$ cat config.mk
export PLATFORM = sky130hd
export DESIGN_NAME = dma_req_seq
export DESIGN_NICKNAME = d
export VERILOG_FILES = /design/src/rtl/dma_seq_pkg.sv /design/src/rtl/dma_req_sync.sv /design/src/rtl/dma_trig_sel.sv /design/src/rtl/dma_unit_cnt.sv /design/src/rtl/dma_bus_fsm.sv /design/src/rtl/dma_req_seq.sv
export SDC_FILE = /design/constraint.sdc
export NUM_CORES = 1
export LEC_CHECK = 0
export BUFFER_PORTS_ARGS = -buffer_cell sky130_fd_sc_hd__buf_2
export CORE_ASPECT_RATIO = 2
export CORE_MARGIN = 5
export CORE_UTILIZATION = 48
export DETAILED_ROUTE_END_ITERATION = 6
export PLACE_DENSITY = 0.75
export SLEW_MARGIN = 20
export SYNTH_ARGS = -nofsm -noshare
export SYNTH_HDL_FRONTEND = slang
export SYNTH_HIERARCHICAL = 1
export SYNTH_SLANG_ARGS = --single-unit
$ cat constraint.sdc
create_clock -name clk -period 2.79 [get_ports clk]
set_input_delay 0.558 -clock clk [delete_from_list [all_inputs] [get_ports clk]]
set_output_delay 0.558 -clock clk [all_outputs]
set_load 0.01 [all_outputs]
$ cat src/rtl/dma_seq_pkg.sv
package dma_seq_pkg;

   typedef enum logic [1:0] {
      ST_IDLE = 2'd0,
      ST_REQ  = 2'd1,
      ST_RD   = 2'd2,
      ST_WR   = 2'd3
   } seq_state_t;

   typedef struct packed {
      logic ext;     // external request source
      logic blk;     // block mode in effect
      logic lvl;     // level sensing in effect
      logic burst;   // internal burst mode in effect
   } act_mode_t;

   function automatic act_mode_t decode_mode(input logic ext_sel, input logic blk_mode,
                                             input logic lvl_sense, input logic burst_sel);
      act_mode_t m;
      m.ext   = ext_sel;
      m.blk   = ext_sel & blk_mode;
      m.lvl   = ext_sel & lvl_sense & ~blk_mode;
      m.burst = ~ext_sel & burst_sel;
      return m;
   endfunction

endpackage

$ cat src/rtl/dma_req_sync.sv
module dma_req_sync #(
   parameter int STAGES = 2
) (
   input  logic clk,
   input  logic rst_n,
   input  logic pin_n,
   output logic low_lvl,
   output logic fall_evt
);
   localparam int LAST = STAGES - 1;

   if (STAGES < 2) begin : g_bad_stages
      $error("dma_req_sync: STAGES must be at least 2");
   end

   logic [LAST:0] chain_q;
   logic          prev_q;

   for (genvar i = 0; i < STAGES; i++) begin : g_stage
      if (i == 0) begin : g_first
         always_ff @(posedge clk or negedge rst_n) begin
            if (!rst_n) chain_q[0] <= 1'b1;
            else        chain_q[0] <= pin_n;
         end
      end else begin : g_next
         always_ff @(posedge clk or negedge rst_n) begin
            if (!rst_n) chain_q[i] <= 1'b1;
            else        chain_q[i] <= chain_q[i-1];
         end
      end
   end

   always_ff @(posedge clk or negedge rst_n) begin
      if (!rst_n) prev_q <= 1'b1;
      else        prev_q <= chain_q[LAST];
   end

   assign low_lvl  = ~chain_q[LAST];
   assign fall_evt = prev_q & ~chain_q[LAST];

endmodule

$ cat src/rtl/dma_trig_sel.sv
module dma_trig_sel
   import dma_seq_pkg::*;
(
   input  act_mode_t mode,
   input  logic      chan_en,
   input  logic      active,
   input  logic      idle,
   input  logic      hp_req,
   input  logic      low_lvl,
   input  logic      fall_evt,
   output logic      start
);
   logic trig;

   always_comb begin
      if (!mode.ext)     trig = ~(mode.burst & hp_req);
      else if (mode.lvl) trig = low_lvl;
      else               trig = fall_evt;
   end

   // Edges or levels seen while a unit or block runs are not queued.
   assign start = idle & chan_en & active & trig;

endmodule

$ cat src/rtl/dma_unit_cnt.sv
module dma_unit_cnt #(
   parameter int CNT_W = 16,
   parameter int BLK_W = 8
) (
   input  logic             clk,
   input  logic             rst_n,
   input  logic             load,
   input  logic [CNT_W-1:0] unit_count,
   input  logic             blk_start,
   input  logic [BLK_W-1:0] blk_size,
   input  logic             dec,
   output logic             active,
   output logic             last_all,
   output logic             last_blk,
   output logic [CNT_W-1:0] remaining
);
   localparam logic [CNT_W-1:0] ONE_C = CNT_W'(1);
   localparam logic [BLK_W-1:0] ONE_B = BLK_W'(1);

   if (CNT_W < 2 || BLK_W < 1) begin : g_bad_width
      $error("dma_unit_cnt: CNT_W must be >= 2 and BLK_W >= 1");
   end

   logic [CNT_W-1:0] rem_q;
   logic [BLK_W-1:0] blk_q;

   always_ff @(posedge clk or negedge rst_n) begin
      if (!rst_n)    rem_q <= '0;
      else if (load) rem_q <= unit_count;
      else if (dec)  rem_q <= rem_q - ONE_C;
   end

   always_ff @(posedge clk or negedge rst_n) begin
      if (!rst_n)         blk_q <= '0;
      else if (blk_start) blk_q <= blk_size;
      else if (dec)       blk_q <= blk_q - ONE_B;
   end

   assign active    = (rem_q != '0);
   assign last_all  = (rem_q == ONE_C);
   assign last_blk  = (blk_q <= ONE_B);
   assign remaining = rem_q;

   AST_NO_UNDERFLOW: assert property (@(posedge clk) disable iff (!rst_n)
      dec |-> (rem_q != '0));

endmodule

$ cat src/rtl/dma_bus_fsm.sv
module dma_bus_fsm
   import dma_seq_pkg::*;
(
   input  logic      clk,
   input  logic      rst_n,
   input  act_mode_t mode,
   input  logic      start,
   input  logic      bus_grant,
   input  logic      hp_req,
   input  logic      last_all,
   input  logic      last_blk,
   output logic      idle,
   output logic      bus_req,
   output logic      xfer_rd,
   output logic      xfer_wr,
   output logic      end_n
);
   seq_state_t st_q, st_d;
   logic       keep_bus;

   // Decide, during the write, whether the next unit follows without a release.
   always_comb begin
      keep_bus = 1'b0;
      if (!last_all) begin
         if (mode.blk)                  keep_bus = ~last_blk;
         else if (mode.burst && !hp_req) keep_bus = 1'b1;
      end
   end

   always_comb begin
      st_d = st_q;
      unique case (st_q)
         ST_IDLE: if (start)     st_d = ST_REQ;
         ST_REQ:  if (bus_grant) st_d = ST_RD;
         ST_RD:                  st_d = ST_WR;
         ST_WR:                  st_d = keep_bus ? ST_RD : ST_IDLE;
         default:                st_d = ST_IDLE;
      endcase
   end

   always_ff @(posedge clk or negedge rst_n) begin
      if (!rst_n) st_q <= ST_IDLE;
      else        st_q <= st_d;
   end

   assign idle    = (st_q == ST_IDLE);
   assign bus_req = (st_q != ST_IDLE);
   assign xfer_rd = (st_q == ST_RD);
   assign xfer_wr = (st_q == ST_WR);
   assign end_n   = ~((st_q == ST_WR) & (last_all | (mode.blk & last_blk)));

   AST_RD_AFTER_GRANT: assert property (@(posedge clk) disable iff (!rst_n)
      (st_q == ST_RD) |-> $past(bus_grant));

endmodule

$ cat src/rtl/dma_req_seq.sv
module dma_req_seq
   import dma_seq_pkg::*;
#(
   parameter int CNT_W       = 16,
   parameter int BLK_W       = 8,
   parameter int SYNC_STAGES = 2
) (
   input  logic             clk,
   input  logic             rst_n,
   input  logic             chan_en,
   input  logic             ext_sel,
   input  logic             blk_mode,
   input  logic             lvl_sense,
   input  logic             burst_sel,
   input  logic [CNT_W-1:0] unit_count,
   input  logic [BLK_W-1:0] blk_size,
   input  logic             dreq_n,
   input  logic             hp_req,
   input  logic             bus_grant,
   output logic             bus_req,
   output logic             xfer_rd,
   output logic             xfer_wr,
   output logic             end_n,
   output logic             end_oe
);
   act_mode_t        mode;
   logic             low_lvl, fall_evt;
   logic             idle, start, active, last_all, last_blk;
   logic [CNT_W-1:0] remaining;

   assign mode   = decode_mode(ext_sel, blk_mode, lvl_sense, burst_sel);
   assign end_oe = ext_sel;

   dma_req_sync #(.STAGES(SYNC_STAGES)) u_sync (
      .clk      (clk),
      .rst_n    (rst_n),
      .pin_n    (dreq_n),
      .low_lvl  (low_lvl),
      .fall_evt (fall_evt)
   );

   dma_trig_sel u_trig (
      .mode     (mode),
      .chan_en  (chan_en),
      .active   (active),
      .idle     (idle),
      .hp_req   (hp_req),
      .low_lvl  (low_lvl),
      .fall_evt (fall_evt),
      .start    (start)
   );

   dma_unit_cnt #(.CNT_W(CNT_W), .BLK_W(BLK_W)) u_cnt (
      .clk        (clk),
      .rst_n      (rst_n),
      .load       (idle & ~chan_en),
      .unit_count (unit_count),
      .blk_start  (start),
      .blk_size   (blk_size),
      .dec        (xfer_wr),
      .active     (active),
      .last_all   (last_all),
      .last_blk   (last_blk),
      .remaining  (remaining)
   );

   dma_bus_fsm u_fsm (
      .clk       (clk),
      .rst_n     (rst_n),
      .mode      (mode),
      .start     (start),
      .bus_grant (bus_grant),
      .hp_req    (hp_req),
      .last_all  (last_all),
      .last_blk  (last_blk),
      .idle      (idle),
      .bus_req   (bus_req),
      .xfer_rd   (xfer_rd),
      .xfer_wr   (xfer_wr),
      .end_n     (end_n)
   );

   AST_WR_FOLLOWS_RD: assert property (@(posedge clk) disable iff (!rst_n)
      xfer_wr |-> $past(xfer_rd));
   AST_END_EMPTIES: assert property (@(posedge clk) disable iff (!rst_n)
      (!end_n && !mode.blk) |=> (remaining == '0));
   AST_HP_RELEASE: assert property (@(posedge clk) disable iff (!rst_n)
      (xfer_wr && hp_req && !mode.blk) |=> !xfer_rd);
   AST_BLK_HOLD: assert property (@(posedge clk) disable iff (!rst_n)
      (xfer_wr && end_n && mode.blk) |=> xfer_rd);
   AST_IDLE_QUIET: assert property (@(posedge clk) disable iff (!rst_n)
      !bus_req |-> (!xfer_rd && !xfer_wr && end_n));

endmodule

### Word level (Yosys, flattened, before mapping)

Index checks and enable logic that the tools add are counted.

* register bits: 29
* input bits: 34
* word-level logic and storage cells: 56

* add/subtract/negate cells: 2
* $lt $le $gt $ge: 1
* eq/ne operators: 6
* muxes and demuxes: 13
* bitwise operators: 20
* reductions and logical operators: 8

Operators with widths (number)
* $mux W16: 2
* $eq A16 B1 Y1 const B: 1
* $mux W8: 2
* $reduce_bool A16 Y1: 1
* $sub A16 B1 Y16 const B: 1
* $and A1 B1 Y1: 12
* $le A8 B1 Y1 const B: 1
* $pmux W2 S4: 1
* $sub A8 B1 Y8 const B: 1
* $not A1 Y1: 7
* $mux W2: 3
* $reduce_bool A2 Y1: 3
* $mux W1: 5
* $eq A2 B2 Y1 const B: 2
* $eq A2 B1 Y1 const B: 1
* $logic_not A2 Y1: 1
* $ne A2 B1 Y1 const B: 1
* $ne A2 B2 Y1 const B: 1
* $reduce_and A2 Y1: 1
* $logic_and A1 B1 Y1: 1
* $logic_not A1 Y1: 1
* $or A1 B1 Y1: 1

### Depth between registers and ports, before layout

Gate-level depths: netlist of run 1.

* depth in word-level cells: 8
* gate-level depth with buffers: 10
* mapped depth without buffers: 8

### Cells and area by module

The synthesis of run 1 kept the hierarchy.

Modules (own cells, without submodules)
* dma_unit_cnt: instances 1, cells an instance 153, area an instance 1381.3 um2, sequential area each 600.6 um2
* dma_bus_fsm: instances 1, cells an instance 14, area an instance 127.6 um2, sequential area each 50.0 um2
* dma_req_sync: instances 1, cells an instance 5, area an instance 88.8 um2, sequential area each 78.8 um2
* dma_req_seq: instances 1, cells an instance 5, area an instance 36.3 um2, sequential area each 0.0 um2
* dma_trig_sel: instances 1, cells an instance 4, area an instance 36.3 um2, sequential area each 0.0 um2

### Least setup slack after synthesis of run 1

Ideal clock, no wire load.

* kind: flip-flop to output port
* start point: register u_cnt.rem_q[6] (netlist: u_cnt/remaining[6])
* end point: output port end_n
* data arrival time: 2.153 ns
* slack: 0.079 ns
* cell stages (with the launch flop): 8
* cell sequence: dfrtp_1 -> or4_1 -> buf_2 -> or4_2 -> nor3_1 -> and2_1 -> a21oi_1 -> or2_4

* cells in the longest elaborated chain, start to end: 4

RTL lines
* start: declaration: RTL line dma_unit_cnt.sv:24 `logic [CNT_W-1:0] rem_q;`
* start signal: assignment: RTL line dma_unit_cnt.sv:29 `else if (load) rem_q <= unit_count;`
* start signal: assignment: RTL line dma_unit_cnt.sv:30 `else if (dec) rem_q <= rem_q - ONE_C;`
* $eq A16 B1 Y1: RTL line dma_unit_cnt.sv:40 `assign last_all = (rem_q == ONE_C);`
* via last_all: RTL line dma_req_seq.sv:28 `logic idle, start, active, last_all, last_blk;`
* $or A1 B1 Y1: RTL line dma_bus_fsm.sv:50 `assign end_n = ~((st_q == ST_WR) & (last_all | (mode.blk & last_blk)));`
* $and A1 B1 Y1: RTL line dma_bus_fsm.sv:50
* $not A1 Y1: RTL line dma_bus_fsm.sv:50
* end: declaration: RTL line dma_req_seq.sv:23 `output logic end_n,`

The timed path passes the listed nets, and every way through them passes these cells.

### Worst setup path after layout of run 1

Same ends and word-level chain as after synthesis.

==> flow_metrics.env, run 1 <==
export IMPL_status="finished, violations left"
export IMPL_violations="setup timing"
export IMPL_gp_congestion=0.792
export IMPL_drt_iter0_drc=44
export IMPL_final_core_utilization_pct=63.6
export IMPL_core_rowCount=30
export IMPL_clockBufferDepth=2
export IMPL_insertion_delay_ns=0.29
export IMPL_synth_area_um2=1670
export IMPL_grtUsageTotal_pct=18.1
export IMPL_fin_skew_ns=0.0115
export IMPL_relSlewSlack_pct=52.9
export IMPL_grt_pass1_wl_um=6410
export IMPL_worst_pin_slew_ns=0.687
export IMPL_finalWorstSetupSlack_ns=-0.0847
export IMPL_synth_area_leader_cell="dfrtp_1"
export IMPL_seqPwrFrac_pct=39.1
export IMPL_synthMostInstantiatedCell="nand2_1"
export IMPL_internal_power_w=0.00124
export IMPL_start_kind="flip-flop"
export IMPL_crit_path_top_delay_cell="or4_4"
export IMPL_cts_root_buf="clkbuf_8"
export IMPL_yosysSeqAreaShare_pct=43.7
export IMPL_grt_pass1_vias=1515
export IMPL_syn_area_per_cell_um2=9.23
export IMPL_maxCapViolCount=0
export IMPL_crit_chain="or4_4 > or4_4 > nor3_4 > and2_4 > a21oi_2 > or2_4 > buf_6"
export IMPL_cts_tree="yes"
export IMPL_overflow=0
export IMPL_die_area_um2=4830
export IMPL_synthArstFlopShare_pct=100
export IMPL_ant_nets=0
export IMPL_numCtsBuffers=5
export IMPL_htree_levels=2
export IMPL_cp_required_ns=2.23
export IMPL_grt_max_degree=30
export IMPL_antenna_cells=0
export IMPL_period_minus_slack_ns=2.87
export IMPL_slowest_delay_ns=0.53
export IMPL_finalSetupViolCount=1
export IMPL_vias=1497
export IMPL_power_density_nw_per_um2=947
export IMPL_synth_common_cells="nand2_1, dfrtp_1, o21ai_0, xnor2_1"
export IMPL_peakVddDrop_mv=0.603
export IMPL_dieHeight_um=93.4
export IMPL_portBuffers=38
export IMPL_p_leak_nw=0.921
export IMPL_num_fill_cells=294
export IMPL_fin_crit_sh_pct=103
export IMPL_design_core_area_um2=3380
export IMPL_drt_total_wl_um=4140
export IMPL_hold_viol_final=0
export IMPL_die_w_um=51.7
export IMPL_synth_top_area_share_pct=39.0
export IMPL_dp_hpwl_um=2780
export IMPL_setup_worst_path_start="u_cnt/remaining[6]"
export IMPL_p_comb_share_pct=43.5
export IMPL_total_power_w=0.00204
export IMPL_viasPerCell=5.61
export IMPL_pre_cts_ws_ns=0.0487
export IMPL_end_kind="output port"
export IMPL_place_inst=250
export IMPL_synth_seq_cells=29
export IMPL_hold_path_class="in2async"
export IMPL_synth_nets=219
export IMPL_yosys_warnings=6
export IMPL_clkTransAtPathRegs_ns=0.07
export IMPL_hold_slack_ns=0.288
export IMPL_synth_area_leaders="dfrtp_1, o21ai_0, xnor2_1"
export IMPL_dr_pass1_iters=4
export IMPL_arrival_ns=2.32
export IMPL_layout_cells_non_filler=267
export IMPL_rsz0062_at_grt="yes"
export IMPL_reg2reg_from="u_cnt/remaining[6]"
export IMPL_cts_sinks=29
export IMPL_drive_above_1_share_pct=34.9
export IMPL_p_sw_share_pct=39.0
export IMPL_area_growth_pct=28.6
export IMPL_drc=0
export IMPL_synth_cells=181
export IMPL_synth_edf_count=0
export IMPL_num_io_pins=39
export IMPL_antenna_found_initial=0
export IMPL_cp_common_cell="or4_4"
export IMPL_slew_violations=0
export IMPL_synth_flop_cell="dfrtp_1"
export IMPL_finalNetCount=272
export IMPL_critPathMaxFanout=2
export IMPL_synth_cell_types=41
export IMPL_initial_core_util_pct=49.4
export IMPL_critPathKind="reg2out"
export IMPL_pwr_share_clk_pct=17.4
export IMPL_power_switching_w=0.000794
export IMPL_wl_per_cell_um=15.5
export IMPL_max_freq_mhz=348
==> cell families (layout without fill, tap and decap cells) <==
| kind of cell | after synthesis | count (layout) | synth area share (%) |
|---|---|---|---|
| muxes | 3 | 3 | 1.87 |
| DFF | 29 | 29 | 43.7 |
| xor gates and xnor gates | 20 | 20 | 10.5 |
| AOI/OAI and AO/OA | 32 | 34 | 11.2 |
| buffers and inverters | 17 | 69 | 4.87 |
| adders and majority gates | 4 | 4 | 3.00 |
| and+or+nand+nor | 76 | 76 | 24.9 |
==> worst max-delay path, delay by kind of cell (launching register included) <==
kind                   cells  cell delay [ns]
AOI/OAI and AO/OA          1             0.03
buffers and inverters      1             0.12
DFF                        1             0.37
and+or+nand+nor            5             1.52
==> routing by layer <==
| metal | routed length, um | up-vias | track usage, % |
|---|---|---|---|
| li1 | - | 735 | - |
| met3 | 207 | 13 | 4.47 |
| met5 | 0 | - | 0 |
| met1 | 1410 | 700 | 16.4 |
| met4 | 152 | 0 | 10.5 |
| met2 | 2370 | 49 | 34.1 |
==> stage by stage <==
step | setup TNS (ns) | area, um^2
6_report | -0.0847 | 2150
5_1_grt | -0.165 | 2150
4_1_cts | -0.106 | 2080
3_5_place_dp | 0 | 1920
3_3_place_gp | 0 | 1920
2_1_floorplan | 0 | 1670
==> flip-flops by register name, summed over array words and instances (netlist names) <==
name and cells:
u_sync/prev_q 1, u_fsm/st_q 2, u_cnt/remaining 16, u_cnt/blk_q 8, u_sync/chain_q 2
==> worst paths after layout <==
| check | endpoint | slack, ns | cells after the start |
|---|---|---|---|
| min reg2reg | u_sync/chain_q[1] | 0.36 | 0 |
| max | end_n | -0.08 | 7 |
| min | u_cnt/blk_q[0] | 0.29 | 1 |
| min in group clk | u_sync/chain_q[1] | 0.36 | 0 |
| max in group asynchronous | u_cnt/remaining[7] | 2.07 | 1 |
| max reg2reg | u_cnt/blk_q[4] | 0.09 | 13 |
==> layout make-up <==
| cell class | instances | area, um^2 | share of cell area (%) |
|---|---|---|---|
| tap | 32 | 40.0 | 1.86 |
| clock buffer | 8 | 90.1 | 4.19 |
| timing repair buffer | 54 | 317 | 14.7 |
| sequential | 29 | 729 | 34.0 |
| inverter | 7 | 26.3 | 1.22 |
| multi-input combinational | 137 | 946 | 44.0 |
==> repair_timing <==
action,CTS,global route
cloned,0,2
gates resized for setup,5,11
hold buffers,0,0
setup endpoints to repair,1,10
pin swaps,2,8
setup buffers,7,1
==> placed cells by master (no fill, tap or decap), types with 2 or more instances in the layout <==
cell type / synthesis / routed
a211oi_4: 0 / 2
and3b_1: 2 / 2
buf_2: 3 / 37
buf_4: 2 / 16
clkbuf_1: 4 / 2
clkbuf_8: 0 / 6
dfrtp_1: 26 / 26
dfstp_2: 3 / 3
ha_1: 4 / 4
inv_1: 7 / 7
mux2i_1: 2 / 2
nand2_1: 29 / 28
nand3_1: 3 / 2
nor2_1: 6 / 6
nor2b_1: 5 / 4
nor3_1: 6 / 5
nor4_1: 7 / 7
nor4b_1: 2 / 2
o21ai_0: 25 / 22
o21ai_1: 0 / 3
o31a_1: 2 / 2
or4_1: 3 / 2
or4_4: 1 / 3
xnor2_1: 13 / 13
xor2_1: 7 / 7
==> power by group through the flow <==
stage / Combinational [W] / Sequential [W] / Clock (W)
after floorplan: 0.000584 / 0.000762 / 0
after global placement: 0.000795 / 0.000782 / 0
after detailed placement: 0.000812 / 0.000790 / 0
after CTS: 0.000829 / 0.000786 / 0.000367
after global routing: 0.000987 / 0.000827 / 0.000389
final: 0.000885 / 0.000796 / 0.000354
(Power assumes the default switching activity.)
==> run 2: changes to the inputs <==
Settings changed: CORE_UTILIZATION 48 to 53, PLACE_DENSITY 0.75 to 0.79.
Clock period 2.79 ns to 2.7 ns, I/O delays scaled along.
==> flow_metrics.env, run 2 (synthesis gave the netlist of run 1 again) <==
export IMPL_die_area_um2=4440
export IMPL_internal_power_w=0.00128
export IMPL_viasPerCell=5.62
export IMPL_stdcell_area_um2=2180
export IMPL_violations="setup timing"
export IMPL_start_kind="flip-flop"
export IMPL_cts_sinks=29
export IMPL_finalNetCount=275
export IMPL_fin_crit_sh_pct=107
export IMPL_initial_core_util_pct=53.5
export IMPL_ant_nets=0
export IMPL_cp_common_cell="or4_4"
export IMPL_drt_iter0_drc=27
export IMPL_pwr_share_clk_pct=16.2
export IMPL_wl_per_cell_um=15.7
export IMPL_die_w_um=49.7
export IMPL_relSlewSlack_pct=52.7
export IMPL_area_growth_pct=30.3
export IMPL_total_power_w=0.00211
export IMPL_slew_violations=0
export IMPL_finalSetupViolCount=1
export IMPL_layout_common_cells="buf_2, nand2_1, dfrtp_1"
export IMPL_multiInputGateArea_um2=946
export IMPL_top_layer_used="met4"
export IMPL_finalWorstSetupSlack_ns=-0.194
export IMPL_grt_max_degree=34
export IMPL_overflow=0
export IMPL_max_freq_mhz=346
export IMPL_antenna_cells=0
export IMPL_largest_register_ffs=16
export IMPL_p_sw_share_pct=39.4
export IMPL_dr_pass1_iters=4
export IMPL_rsz0062_at_grt="yes"
export IMPL_vias=1511
export IMPL_drt_total_wl_um=4210
export IMPL_critPathMaxFanout=2
export IMPL_peakVddDrop_mv=0.717
export IMPL_slowest_delay_ns=0.53
export IMPL_period_minus_slack_ns=2.89
export IMPL_grtUsageTotal_pct=19.4
export IMPL_crit_chain="or4_4 > or4_4 > nor3_4 > and2_4 > a21oi_2 > or2_4 > buf_6"
export IMPL_ctsHoldBuffers=0
export IMPL_fin_skew_ns=0.00441
export IMPL_arrival_ns=2.35
export IMPL_insertion_delay_ns=0.28
export IMPL_placed_area_um2=1920
export IMPL_p_leak_nw=0.937
export IMPL_drc=0
export IMPL_layout_commonest_cell="buf_2"
export IMPL_power_switching_w=0.000832
export IMPL_status="finished, violations left"
export IMPL_portBuffers=38
export IMPL_num_io_pins=39
export IMPL_num_fill_cells=245
export IMPL_end_kind="output port"
export IMPL_clockBufferDepth=2
export IMPL_final_core_utilization_pct=69.8
export IMPL_cts_root_buf="clkbuf_8"
export IMPL_p_comb_share_pct=44.9
export IMPL_numCtsBuffers=5
export IMPL_htree_levels=2
export IMPL_gp_congestion=0.851
export IMPL_register_area_um2=729
export IMPL_dieHeight_um=89.4
export IMPL_drive_above_1_share_pct=36.1
export IMPL_wl_met2_um=2370
export IMPL_crit_path_top_delay_cell="or4_4"
export IMPL_cts_tree="yes"
export IMPL_seqPwrFrac_pct=38.9
export IMPL_maxCapViolCount=0
export IMPL_cp_required_ns=2.16
export IMPL_design_core_area_um2=3120
export IMPL_critPathKind="reg2out"
export IMPL_clkTransAtPathRegs_ns=0.06
export IMPL_pre_cts_ws_ns=-0.0698
export IMPL_wl_met1_um=1520
export IMPL_antenna_found_initial=0
export IMPL_power_density_nw_per_um2=968
export IMPL_core_rowCount=29
export IMPL_worst_pin_slew_ns=0.690
export IMPL_hold_viol_final=0
export IMPL_grt_pass1_vias=1491
export IMPL_hold_path_class="in2async"
export IMPL_met3WireLength_um=234
export IMPL_grt_pass1_wl_um=6590
export IMPL_dp_hpwl_um=2660
==> run 2: cell types whose count changed in the layout (fill, tap and decap cells not counted), sizes merged <==
cell	change
buf	+3
clkbuf	-2
clkinv	+2
==> run 2: final timing paths <==
path / depth (start not counted) / end / start / slack (ns)
worst max-delay path: 7 / end_n / u_cnt/remaining[6] / -0.19
worst min-delay path: 1 / u_cnt/blk_q[2] / rst_n / 0.27
worst max register to register: 14 / u_cnt/blk_q[6] / u_cnt/remaining[6] / 0.02
worst min register to register: 0 / u_sync/chain_q[1] / u_sync/chain_q[0] / 0.36
max in group asynchronous: 1 / u_cnt/remaining[8] / rst_n / 2.00
min in group clk: 1 / u_sync/chain_q[0] / dreq_n / 0.35
==> run 2: worst max-delay path: cells and delay by family, from the launching register on <==
kind                   cells  cell delay [ns]
AO/OA/AOI/OAI              1             0.03
buffers and inverters      1             0.12
flip-flops                 1             0.38
AND/OR/NAND/NOR            5             1.54
==> run 2: routing by layer <==
layer | GRT usage, % | vias up
met5 | 0 | -
met4 | 10.3 | 0
met3 | 5.18 | 8
met2 | 35.4 | 50
met1 | 19.6 | 712
li1 | - | 741
==> run 2: final cells by class <==
| type | instances | area share, % |
|---|---|---|
| multi-input cells | 137 | 43.4 |
| clock inverters | 2 | 0.460 |
| repair buffers | 57 | 16.3 |
| inverters | 7 | 1.21 |
| clock buffers | 6 | 3.33 |
| well taps | 31 | 1.78 |
| flip-flops and latches | 29 | 33.5 |
==> run 2: timing repair <==
item / CTS / global route
setup endpoints to repair: 1 / 10
gates resized for setup: 15 / 10
endpoints found under the hold margin: 0 / 0
setup buffers: 9 / 3
pin swaps: 6 / 5
cloned: 0 / 2
==> run 2: per-stage QoR <==
| stage | setup TNS [ns] | instances | hold slack [ns] |
|---|---|---|---|
| after CTS | -0.235 | 267 | 0.294 |
| after global placement | 0 | 250 | 0.347 |
| after floorplan | 0 | 181 | 0.244 |
| final | -0.194 | 269 | 0.273 |
| after global routing | -0.459 | 269 | 0.336 |
| after detailed placement | -0.0698 | 250 | 0.349 |
==> run 2: power by group through the flow <==
stage / sequential [W] / combinational [W] / clock (W)
after floorplan: 0.000788 / 0.000604 / 0
after global placement: 0.000810 / 0.000820 / 0
after detailed placement: 0.000818 / 0.000836 / 0
after CTS: 0.000812 / 0.000872 / 0.000354
after global routing: 0.000850 / 0.00106 / 0.000372
final: 0.000820 / 0.000946 / 0.000342
==> run 3: changes to the inputs <==
Settings changed: CELL_PAD_IN_SITES_DETAIL_PLACEMENT set to 0, CELL_PAD_IN_SITES_GLOBAL_PLACEMENT set to 1, CORE_UTILIZATION 53 to 40, PLACE_DENSITY 0.79 to unset, PLACE_DENSITY_LB_ADDON set to 0.1.
==> flow_metrics.env, run 3 (synthesis gave the netlist of run 1 again) <==
export IMPL_slowest_delay_ns=0.54
export IMPL_drt_total_wl_um=3860
export IMPL_layout_cells_non_filler=280
export IMPL_cpLargestDelayFamily="simple AND/OR/NAND/NOR gates"
export IMPL_overflow=0
export IMPL_rsz0062_at_grt="yes"
export IMPL_period_minus_slack_ns=2.87
export IMPL_rrSetupSlack_ns=0.49
export IMPL_core_rowCount=33
export IMPL_peakVddDrop_mv=0.498
export IMPL_critical_path_buf_inv_count=1
export IMPL_cts_root_buf="clkbuf_8"
export IMPL_gp_congestion=0.760
export IMPL_viasPerCell=5.02
export IMPL_crit_path_top_delay_cell="or4_4"
export IMPL_dr_pass1_iters=4
export IMPL_layout_commonest_cell="buf_2"
export IMPL_cp_required_ns=2.16
export IMPL_cp_common_cell="or4_4"
export IMPL_register_area_um2=729
export IMPL_cp_depth=7
export IMPL_maxCapViolCount=0
export IMPL_wl_per_cell_um=13.8
export IMPL_relSlewSlack_pct=40.1
export IMPL_antenna_cells=0
export IMPL_ctsHoldBuffers=0
export IMPL_pre_cts_ws_ns=-0.0621
export IMPL_htree_levels=2
export IMPL_max_freq_mhz=349
export IMPL_start_kind="flip-flop"
export IMPL_violations="setup timing"
export IMPL_reg2reg_from="u_cnt/remaining[4]"
export IMPL_finalWorstSetupSlack_ns=-0.168
export IMPL_drive_above_1_share_pct=32.5
export IMPL_antenna_found_initial=0
export IMPL_critPathKind="reg2out"
export IMPL_hold_viol_final=0
export IMPL_ant_nets=0
export IMPL_clkTransAtPathRegs_ns=0.06
export IMPL_drc=0
export IMPL_fin_skew_ns=0.00609
export IMPL_numCtsBuffers=5
export IMPL_end_kind="output port"
export IMPL_arrival_ns=2.33
export IMPL_cts_tree="yes"
export IMPL_layout_common_cells="buf_2, nand2_1, dfrtp_1"
export IMPL_crit_chain="or4_4 > or4_4 > nor3_4 > and2_4 > a21oi_2 > or2_4 > buf_6"
export IMPL_finalSetupViolCount=1
export IMPL_worst_pin_slew_ns=0.897
export IMPL_multiInputGateArea_um2=883
export IMPL_setup_worst_path_start="u_cnt/remaining[4]"
export IMPL_slew_violations=0
export IMPL_num_fill_cells=401
export IMPL_critPathMaxFanout=2
export IMPL_cts_sinks=29
export IMPL_grt_pass1_wl_um=6630
export IMPL_power_density_nw_per_um2=1000
export IMPL_insertion_delay_ns=0.27
export IMPL_drt_iter0_drc=25
export IMPL_largest_register_ffs=16
export IMPL_p_leak_nw=0.882
export IMPL_place_inst=271
export IMPL_grtUsageTotal_pct=15.0
export IMPL_endpoint="end_n"
export IMPL_num_io_pins=39
export IMPL_status="finished, violations left"
export IMPL_grt_pass1_vias=1521
export IMPL_portBuffers=38
export IMPL_vias=1406
export IMPL_area_growth_pct=24.8
export IMPL_clockBufferDepth=2
export IMPL_design_core_area_um2=4090
export IMPL_die_w_um=55.7
export IMPL_die_area_um2=5650
export IMPL_fin_crit_sh_pct=106
export IMPL_dp_hpwl_um=2940
export IMPL_r2r_end="u_cnt/blk_q[6]"
export IMPL_initial_core_util_pct=40.9
export IMPL_hold_path_class="in2async"
export IMPL_dieHeight_um=101
export IMPL_finalNetCount=265
export IMPL_rr_worst_depth=8
export IMPL_grt_max_degree=34
run 3: layout make-up:
type | instances | area share [%]
Clock buffer | 7 | 4.62
Sequential cell | 29 | 35.0
Timing Repair Buffer | 49 | 13.4
Multi-Input combinational cell | 135 | 42.4
Clock inverter | 1 | 0.240
Inverter | 7 | 1.26
Tap cell | 52 | 3.12
run 3: worst min-delay path by stage:
stage                     slack, ns         startpoint  cells past startpoint            endpoint
after floorplan                0.24              rst_n                      0      u_cnt/blk_q[0]
after global placement         0.35  u_sync/chain_q[0]                      0   u_sync/chain_q[1]
after detailed placement       0.35  u_sync/chain_q[0]                      0   u_sync/chain_q[1]
after CTS                      0.32              rst_n                      1  u_cnt/remaining[0]
after global routing           0.34              rst_n                      1  u_cnt/remaining[0]
final                          0.30              rst_n                      1      u_cnt/blk_q[3]
run 3: power breakdown:
| part | leakage [nW] | switching [W] | total, W | internal [W] |
|---|---|---|---|---|
| Sequential | 0.341 | 0.000181 | 0.000817 | 0.000636 |
| Clock | 0.0542 | 0.000159 | 0.000389 | 0.000230 |
| Combinational | 0.486 | 0.000452 | 0.000880 | 0.000427 |
| Total | 0.882 | 0.000792 | 0.00209 | 0.00129 |
run 3: metrics by stage:
stage	setup TNS [ns]	cell area (um^2)	hold WS (ns)	util (%)	power, W
6_report	-0.168	2080	0.296	51.0	0.00209
4_1_cts	-0.205	2070	0.321	50.7	0.00212
3_5_place_dp	-0.0621	1950	0.349	47.6	0.00169
5_1_grt	-0.268	2080	0.344	51.0	0.00227
3_3_place_gp	-0.0440	1950	0.346	47.6	0.00165
2_1_floorplan	0	1670	0.244	-	0.00139
run 3: layer usage:
metal	routed length [um]	vias up	track usage, %
met5	0	-	0
met4	75	0	6.18
met3	210	6	4.59
met2	2200	36	29.7
met1	1370	649	13.9
li1	-	715	-
run 3: what timing repair did:
action,CTS,global route
resized for setup,4,3
endpoints found under the setup margin,1,1
hold endpoints to repair,0,0
buffers inserted,1,0
pin swaps,3,1
